File: src/rtl/sync_doorbell_pkg.sv
package sync_doorbell_pkg;
  localparam int DATA_W   = 32;
  localparam int NIB_W    = 4;
  localparam int IN_LSB   = 0;
  localparam int OUT_LSB  = 8;
  localparam int RING_BIT = 13;
  localparam int EN_BIT   = 14;
  localparam int NUM_SIDES = 2;
endpackage

File: src/rtl/sdb_pending.sv
module sdb_pending (
  input  logic clk,
  input  logic rst_n,
  input  logic req_in,
  input  logic enable,
  input  logic ack,
  output logic pending
);
  logic pend_q;

  always_ff @(posedge clk or negedge rst_n) begin
    if (!rst_n)                pend_q <= 1'b0;
    else if (req_in && enable) pend_q <= 1'b1;
    else if (ack)              pend_q <= 1'b0;
  end

  assign pending = pend_q;

  AST_IRQ_SET: assert property (@(posedge clk) disable iff (!rst_n)
    (req_in && enable) |=> pending);
  AST_IRQ_MASKED: assert property (@(posedge clk) disable iff (!rst_n)
    (!pending && !(req_in && enable)) |=> !pending);
  AST_IRQ_STICKY: assert property (@(posedge clk) disable iff (!rst_n)
    (pending && !ack) |=> pending);
endmodule

File: src/rtl/sdb_side.sv
module sdb_side
  import sync_doorbell_pkg::*;
(
  input  logic              clk,
  input  logic              rst_n,
  input  logic              sel,
  input  logic              wr,
  input  logic [DATA_W-1:0] wdata,
  input  logic [NIB_W-1:0]  nib_in,
  input  logic              req_in,
  input  logic              ack,
  output logic [NIB_W-1:0]  nib_out,
  output logic              req_out,
  output logic              irq,
  output logic [DATA_W-1:0] rdata
);
  logic             wr_en;
  logic [NIB_W-1:0] nib_q;
  logic             en_q;
  logic             ring_q;

  assign wr_en = sel && wr;

  always_ff @(posedge clk or negedge rst_n) begin
    if (!rst_n) begin
      nib_q  <= '0;
      en_q   <= 1'b0;
      ring_q <= 1'b0;
    end else begin
      ring_q <= wr_en && wdata[RING_BIT];
      if (wr_en) begin
        nib_q <= wdata[OUT_LSB +: NIB_W];
        en_q  <= wdata[EN_BIT];
      end
    end
  end

  always_comb begin
    rdata                   = '0;
    rdata[IN_LSB +: NIB_W]  = nib_in;
    rdata[OUT_LSB +: NIB_W] = nib_q;
    rdata[EN_BIT]           = en_q;
  end

  assign nib_out = nib_q;
  assign req_out = ring_q;

  sdb_pending u_pend (
    .clk     (clk),
    .rst_n   (rst_n),
    .req_in  (req_in),
    .enable  (en_q),
    .ack     (ack),
    .pending (irq)
  );

  AST_RING_ONE_SHOT: assert property (@(posedge clk) disable iff (!rst_n)
    req_out |-> $past(sel && wr && wdata[RING_BIT]));
  AST_NIB_HOLD: assert property (@(posedge clk) disable iff (!rst_n)
    !(sel && wr) |=> $stable(nib_out));
  AST_RING_READS_ZERO: assert property (@(posedge clk) disable iff (!rst_n)
    rdata[RING_BIT] == 1'b0);
endmodule

File: src/rtl/sync_doorbell_pair.sv
module sync_doorbell_pair
  import sync_doorbell_pkg::*;
(
  input  logic              clk,
  input  logic              rst_n,
  input  logic              a_sel,
  input  logic              a_wr,
  input  logic [DATA_W-1:0] a_wdata,
  output logic [DATA_W-1:0] a_rdata,
  input  logic              a_ack,
  output logic              a_irq,
  input  logic              b_sel,
  input  logic              b_wr,
  input  logic [DATA_W-1:0] b_wdata,
  output logic [DATA_W-1:0] b_rdata,
  input  logic              b_ack,
  output logic              b_irq
);
  logic              sel_v   [NUM_SIDES];
  logic              wr_v    [NUM_SIDES];
  logic [DATA_W-1:0] wdata_v [NUM_SIDES];
  logic [DATA_W-1:0] rdata_v [NUM_SIDES];
  logic              ack_v   [NUM_SIDES];
  logic              irq_v   [NUM_SIDES];
  logic [NIB_W-1:0]  nib_v   [NUM_SIDES];
  logic              req_v   [NUM_SIDES];

  assign sel_v[0] = a_sel;   assign sel_v[1] = b_sel;
  assign wr_v[0]  = a_wr;    assign wr_v[1]  = b_wr;
  assign wdata_v[0] = a_wdata; assign wdata_v[1] = b_wdata;
  assign ack_v[0] = a_ack;   assign ack_v[1] = b_ack;
  assign a_rdata = rdata_v[0];
  assign b_rdata = rdata_v[1];
  assign a_irq   = irq_v[0];
  assign b_irq   = irq_v[1];

  for (genvar g = 0; g < NUM_SIDES; g++) begin : g_side
    localparam int FAR = NUM_SIDES - 1 - g;
    sdb_side u_side (
      .clk     (clk),
      .rst_n   (rst_n),
      .sel     (sel_v[g]),
      .wr      (wr_v[g]),
      .wdata   (wdata_v[g]),
      .nib_in  (nib_v[FAR]),
      .req_in  (req_v[FAR]),
      .ack     (ack_v[g]),
      .nib_out (nib_v[g]),
      .req_out (req_v[g]),
      .irq     (irq_v[g]),
      .rdata   (rdata_v[g])
    );
  end

  AST_CROSS_NIB_A: assert property (@(posedge clk) disable iff (!rst_n)
    a_rdata[NIB_W-1:0] == b_rdata[OUT_LSB +: NIB_W]);
  AST_CROSS_NIB_B: assert property (@(posedge clk) disable iff (!rst_n)
    b_rdata[NIB_W-1:0] == a_rdata[OUT_LSB +: NIB_W]);
endmodule

File: config.mk
export PLATFORM = sky130hd
export DESIGN_NAME = sync_doorbell_pair
export DESIGN_NICKNAME = d
export VERILOG_FILES = /design/src/rtl/sync_doorbell_pkg.sv /design/src/rtl/sdb_pending.sv /design/src/rtl/sdb_side.sv /design/src/rtl/sync_doorbell_pair.sv
export SDC_FILE = /design/constraint.sdc
export NUM_CORES = 1
export LEC_CHECK = 0
export CAP_MARGIN = 20
export CORE_MARGIN = 8
export CORE_UTILIZATION = 23
export DETAILED_ROUTE_END_ITERATION = 10
export PLACE_DENSITY = 0.8
export SYNTH_ARGS = -nofsm -noshare
export SYNTH_HDL_FRONTEND = slang
export SYNTH_SLANG_ARGS = --single-unit
File: constraint.sdc
create_clock -name clk -period 1 [get_ports clk]
set_input_delay 0.1 -clock clk [delete_from_list [all_inputs] [get_ports clk]]
set_output_delay 0.1 -clock clk [all_outputs]
set_load 0.03 [all_outputs]
[Word-level counts from Yosys, hierarchy flattened]
Index checks and enable logic that the tools add are counted.
Cells by class
  equal/unequal tests: 0
  shift operators: 0
  mux-type cells: 4
  divide/modulo/power cells: 0
  add/sub/neg operators: 0
  reduce and logical (&&, ||, !) cells: 8
  magnitude comparators: 0
  $mul: 0
  bitwise logic cells: 0
Operators by type and width (number)
  1-bit logical AND: 6
  1-bit 2-to-1 mux: 4
  2-bit nonzero test: 2
Storage, ports and cells
  latch bits: 0
  memories kept: 0
  register bits: 14
  input bits: 72
  output and inout port bits: 66
  bits in writable memories: 0
  memory bits (read-only): 0

[Longest topological paths before layout]
Gate-level depths: netlist of the first run.
  depth in word-level cells: 2
  mapped depth: 2

[Hierarchy]
Synthesis of the first run repeated with hierarchy kept, for this count alone.
Unflattened totals
  cells, all modules: 100
  area total of the unflattened synthesis: 1011.0 sq um
Modules (own cells, without submodules)
  sdb_side: sequential area each 150.1 sq um, area an instance 464.2 sq um, times used 2, cells each 46
  sdb_pending: sequential area each 25.0 sq um, area an instance 41.3 sq um, times used 2, cells each 4

[Worst setup path after synthesis of the first run]
No wires, ideal clock.
  path type: reg-to-reg
  start: reg g_side[0].u_side.nib_out[0] (netlist name)
  end: reg g_side[0].u_side.nib_q[0]
  buffers on the path: 0
  setup time: 125 ps
  clock period less this slack: 895 ps
  cell stages (with the launch flop): 2
  data arrival time: 770 ps
  path slack: 105 ps
  cells stage by stage: dfrtp_1 -> mux2_2
RTL lines
  end signal, assigned: line sdb_side.sv:32  | nib_q <= wdata[OUT_LSB +: NIB_W];
  end, declared: line sdb_side.sv:18  | logic [NIB_W-1:0] nib_q;

[Worst setup path after layout of the first run]
  start: reg g_side[0].u_side.nib_q[3]
  end: out a_rdata[11]
RTL lines
  end, declared: line sync_doorbell_pair.sv:9  | output logic [DATA_W-1:0] a_rdata,
No word-level cell between the ends.

==> results.md, run 1 <==
- Yosys warns: 0
- CTS clock-pin slew for the worst setup and hold paths: 60 ps
- Starting Density: 0.236
- Period utilization: 0.942
- Clk buf depth: 2
- Post-synthesis cell count: 91
- Fmax: 1060 MHz
- Seq cells post-synth: 14
- First-pass GRT wire length: 2730 um
- 1st-pass router iterations: 2
- RSZ-0062 raised after global routing: no
- CP max stage cell: dfrtp_1
- Via-to-Cell Ratio: 3.08
- # diodes: 0
- Fin. max-slew vios: 0
- Worst Hold Margin: 172 ps
- Setup TNS: 0 ps
- GRT Util Overall: 0.0538
- FF-to-FF setup slack: 200 ps
- Minimum clock period: 942 ps
- Clk_lat worst skew: 240 ps
- Register area share after synthesis: 0.373
- Die height: 79.9 um
- Yosys top cell area share: 0.448
- Num CTS Buffers: 3
- CP Class: flip-flop to output pin
- CP Capture Type: output pin
- I/O pin count: 138
- Setup crit start kind: flip-flop
- Status: finished clean
- Int Pwr: 1210 uW
- Area of the die: 6380 um^2
- Power density cells: 1690 nW/um^2
- Peak supply drop: 0.691 mV
- Die W: 79.9 um
- PostCTS Resize Cnt: 0
- Post-CTS repair timing setup buffer count: 0
- Critical path depth: 1
- Critical Path AT: 840 ps
- Sequential Power Share: 0.347
- Synth area leader: buf_4
- Maxcap violations: 0
- Total Wirelength: 1910 um
- Clk_skew: 3.16 ps
- Vias in the first global route: 555
- Net switching power: 798 uW
- Rows: 23
- R2R depth: 1
- Clk pwr share: 0.221
- Mapped Avg Cell Area: 10.3 um^2
- DRC violations left: 0
- Pin count of the biggest net entering global routing: 15
- Crit path cell chain: buf_4
- CTS HTree Levels: 1
- Wire per inst: 11.0 um
- Leak Pwr: 0.000599 uW
- Dpl hpwl: 1750 um
- Combinational Power Share: 0.432
- Switching Fraction: 0.398
- Final setup violating endpoints: 0
- Initial drt markers: 4
- Grt total ovfl: 0
- Max stage delay on crit path: 420 ps
- PortBufs: 39
- Hold Crit Class: input pin to async pin
- Top area cells in the synthesized netlist: buf_4 (45%), dfrtp_1 (37%), mux2_2 (12%)
- Mapped Area: 938 um^2
- Vias: 533
- Synth unique cells: 10
- Worst Path Buf+Inv: 1
- TritonCTS clock tree: done
- Layout area overhead: 26.7%
- Antenna violations before repair: 0
- Hold-fix buffers, CTS: 0
- CP required: 900 ps
- GP Congestion: 0.629
- Share of layout cells above drive strength 1: 0.301
- Worst-path fanout max: 3
- Crit-path leading delay family: flip-flops
- Clk sinks: 14
- Final #Nets: 197
- Fin. Hold Viols: 0
- Clock root buffer: clkbuf_8
- Post-route ant nets: 0
- Core ar.: 3970 um^2
==> cell usage in the layout (no fill, tap or decap) <==
master	count
nand2_2	2
and3_2	1
clkdlybuf4s50_1	19
o21ai_0	2
dfrtp_1	14
conb_1	46
inv_1	2
nand2_1	2
buf_4	17
mux2_2	10
clkbuf_8	3
and3_1	1
buf_12	4
==> synth_stat cells <==
| cell type | n |
|---|---|
| inv_1 | 2 |
| and3_2 | 1 |
| o21ai_0 | 2 |
| nand2_1 | 2 |
| mux2_2 | 10 |
| nand2_2 | 2 |
| conb_1 | 1 |
| and3_1 | 1 |
| buf_4 | 56 |
| dfrtp_1 | 14 |
==> routing by layer <==
layer  wire length, um  global-route usage
met5                 0                   0
met4                 7              0.0218
met3               262              0.0248
met2              1030              0.0929
met1               609              0.0550
==> cells by family (layout without fill, tap and decap cells) <==
logic type | after synthesis | in the layout | share of synthesized area
buffers and inverters | 58 | 45 | 0.456
muxes | 10 | 10 | 0.120
AOI/OAI and AO/OA | 2 | 2 | 0.0107
and+or+nand+nor | 6 | 6 | 0.0360
other | 1 | 46 | 0.00400
DFF | 14 | 14 | 0.373
==> sequential cells by signal (all words and copies together), names as in the netlist <==
name	count
g_side.u_side.en_q	2
g_side.u_side.nib_out	8
g_side.u_side.req_out	2
g_side.u_side.u_pend.pending	2
==> power by group through the flow <==
stage / clock network (uW) / registers (uW) / logic (uW)
detailed placement: 0 / 709 / 872
floorplan: 0 / 797 / 650
finish: 443 / 697 / 867
global route: 489 / 707 / 910
global placement: 0 / 706 / 867
CTS: 468 / 698 / 873
==> final cells by class <==
class / count / area, um^2
clock buffer: 3 / 41.3
fill: 444 / 2780
inverter: 2 / 7.51
tap: 50 / 62.6
multi-input combinational: 64 / 329
sequential: 14 / 350
timing repair buffer: 40 / 398
==> final timing paths <==
kind                                        startpoint                              end
setup / recovery           g_side[0].u_side.nib_out[3]                      a_rdata[11]
hold / removal                                   rst_n         g_side[0].u_side.req_out
setup reg to reg           g_side[0].u_side.nib_out[3]      g_side[0].u_side.nib_out[3]
hold reg to reg               g_side[1].u_side.req_out  g_side[0].u_side.u_pend.pending
max in group asynchronous                        rst_n  g_side[0].u_side.u_pend.pending
min in group clk                                 b_ack  g_side[1].u_side.u_pend.pending
==> through the flow <==
stage               setup slack (ps)  total power [uW]  instances  cell area [um^2]   util
floorplan                        105              1450        136              1110      -
global placement                -142              1570        170              1150  0.289
detailed placement              -155              1580        170              1150  0.289
CTS                             44.7              2040        173              1190  0.299
global route                    20.4              2110        173              1190  0.299
finish                          58.5              2010        173              1190  0.299
(Power assumes the default switching activity.)
==> run 2: changes to the inputs <==
CORE_ASPECT_RATIO = 1.5   (was unset)
==> run 2 against run 1 <==
Effect of this change: clock power is 2% lower; sequential share of layout area grew 0.16 points; power down 0.27%; register-to-register slack is essentially flat; critical endpoint is now a_rdata[0]; largest power group unchanged.
==> results.md, run 2 (synthesis results as in run 1) <==
- Clk_skew: 0.391 ps
- Via-to-Cell Ratio: 3.21
- Fill cell count: 419
- Initial drt markers: 7
- Crit path cell chain: buf_4
- Net switching power: 793 uW
- Layout area overhead: 26.0%
- Dpl hpwl: 1790 um
- DRC violations left: 0
- Critical Path AT: 810 ps
- Power density cells: 1690 nW/um^2
- R2R depth: 1
- R2R Path End: g_side[1].u_side.en_q
- Total Wirelength: 1930 um
- Share of layout cells above drive strength 1: 0.301
- Period utilization: 0.915
- Sequential Power Share: 0.349
- Core ar.: 3920 um^2
- RSZ-0062 raised after global routing: no
- CP max stage cell: dfrtp_1
- GP Congestion: 0.615
- Status: finished clean
- Starting Density: 0.239
- Worst Hold Margin: 168 ps
- Clk sinks: 14
- Leak Pwr: 0.000599 uW
- Area of the die: 6420 um^2
- Maxcap violations: 0
- Grt total ovfl: 0
- FF-to-FF setup slack: 190 ps
- Pin count of the biggest net entering global routing: 15
- Clk buf depth: 2
- CTS HTree Levels: 1
- Fmax: 1090 MHz
- Setup TNS: 0 ps
- I/O pin count: 138
- PostCTS Resize Cnt: 0
- Peak supply drop: 0.831 mV
- Rows: 28
- Commonest non-fill, non-tap cells in the layout: conb_1 (46), clkdlybuf4s50_1 (19), buf_4 (17)
- Worst Path Buf+Inv: 1
- Worst-path fanout max: 3
- Switching Fraction: 0.396
- TritonCTS clock tree: done
- Die height: 94.2 um
- Post-route ant nets: 0
- Clk pwr share: 0.217
- Final setup violating endpoints: 0
- Int Pwr: 1210 uW
- Crit-path leading delay family: flip-flops
- Wire per inst: 11.5 um
- CTS clock-pin slew for the worst setup and hold paths: 50 ps
- Max stage delay on crit path: 400 ps
- Final #Nets: 197
- Sequential cell area: 350 um^2
- Hold Crit Class: input pin to async pin
- Clock root buffer: clkbuf_8
- Fin. max-slew vios: 0
- Launching point of the worst reg2reg path: g_side[1].u_side.en_q
- Multi-input logic area: 329 um^2
- Fin. Hold Viols: 0
- CP Capture Type: output pin
- Antenna violations before repair: 0
- Hold-fix buffers, CTS: 0
- Commonest non-fill, non-tap cell in the layout: conb_1
- Tot Pwr: 2000 uW
- Max reg flops: 8
- Combinational Power Share: 0.435
- CP required: 900 ps
- Setup crit start kind: flip-flop
- CP Class: flip-flop to output pin
- # diodes: 0
- Util after Layout: 0.301
- Minimum clock period: 915 ps
- GRT Util Overall: 0.0564
- PortBufs: 39
- First-pass GRT wire length: 2770 um
- Post-CTS repair timing setup buffer count: 0
- Vias: 539
- 1st-pass router iterations: 3
- Num CTS Buffers: 3
- Vias in the first global route: 621
- Die W: 68.2 um
- Clk_lat worst skew: 230 ps
## run 2: cell counts in the layout (fill, tap and decap cells not counted)
No cell type changed its count.
## run 2: how the worst max path moves through the flow
stage | depth (start not counted) | from | endpoint | slack, ps
final | 1 | g_side[1].u_side.nib_out[0] | a_rdata[0] | 90
after global routing | 1 | g_side[1].u_side.nib_out[0] | b_rdata[8] | 50
after CTS | 1 | g_side[1].u_side.en_q | b_rdata[14] | 80
after detailed placement | 3 | b_wr | g_side[1].u_side.nib_out[0] | -150
after global placement | 3 | b_sel | g_side[1].u_side.nib_out[1] | -130
after floorplan | 1 | g_side[0].u_side.nib_out[0] | g_side[0].u_side.nib_out[0] | 110
## run 2: area by class of cell
class,instances,share of cell area
inverter,2,0.00635
tap,45,0.0476
timing repair buffer,40,0.337
sequential,14,0.296
clock buffer,3,0.0349
multi-input combinational,64,0.278
## run 2: layer usage
metal  part of all wire  GRT usage  vias up
li1                   -          -      247
met1               0.28     0.0496      241
met2               0.53      0.101       49
met3               0.18     0.0251        2
met4             0.0093     0.0309        0
met5                  0          0        -
## run 2: per-stage QoR
stage	instances	setup WS (ps)	instance area (um^2)
2_1_floorplan	136	105	1110
3_3_place_gp	165	-134	1140
3_5_place_dp	165	-155	1140
4_1_cts	168	76.7	1180
5_1_grt	168	46.8	1180
6_report	168	85.1	1180
## run 2: power by group through the flow
stage | logic, uW | registers (uW) | clock network [uW]
detailed placement | 874 | 709 | 0
floorplan | 650 | 797 | 0
finish | 870 | 698 | 433
global placement | 869 | 707 | 0
CTS | 874 | 699 | 458
global route | 911 | 708 | 489
==> run 3: changes to the inputs <==
TNS_END_PERCENT = 1   (was unset)
==> results of run 3 <==
Same layout as run 2: the final DEF is identical, and so are final timing and power.
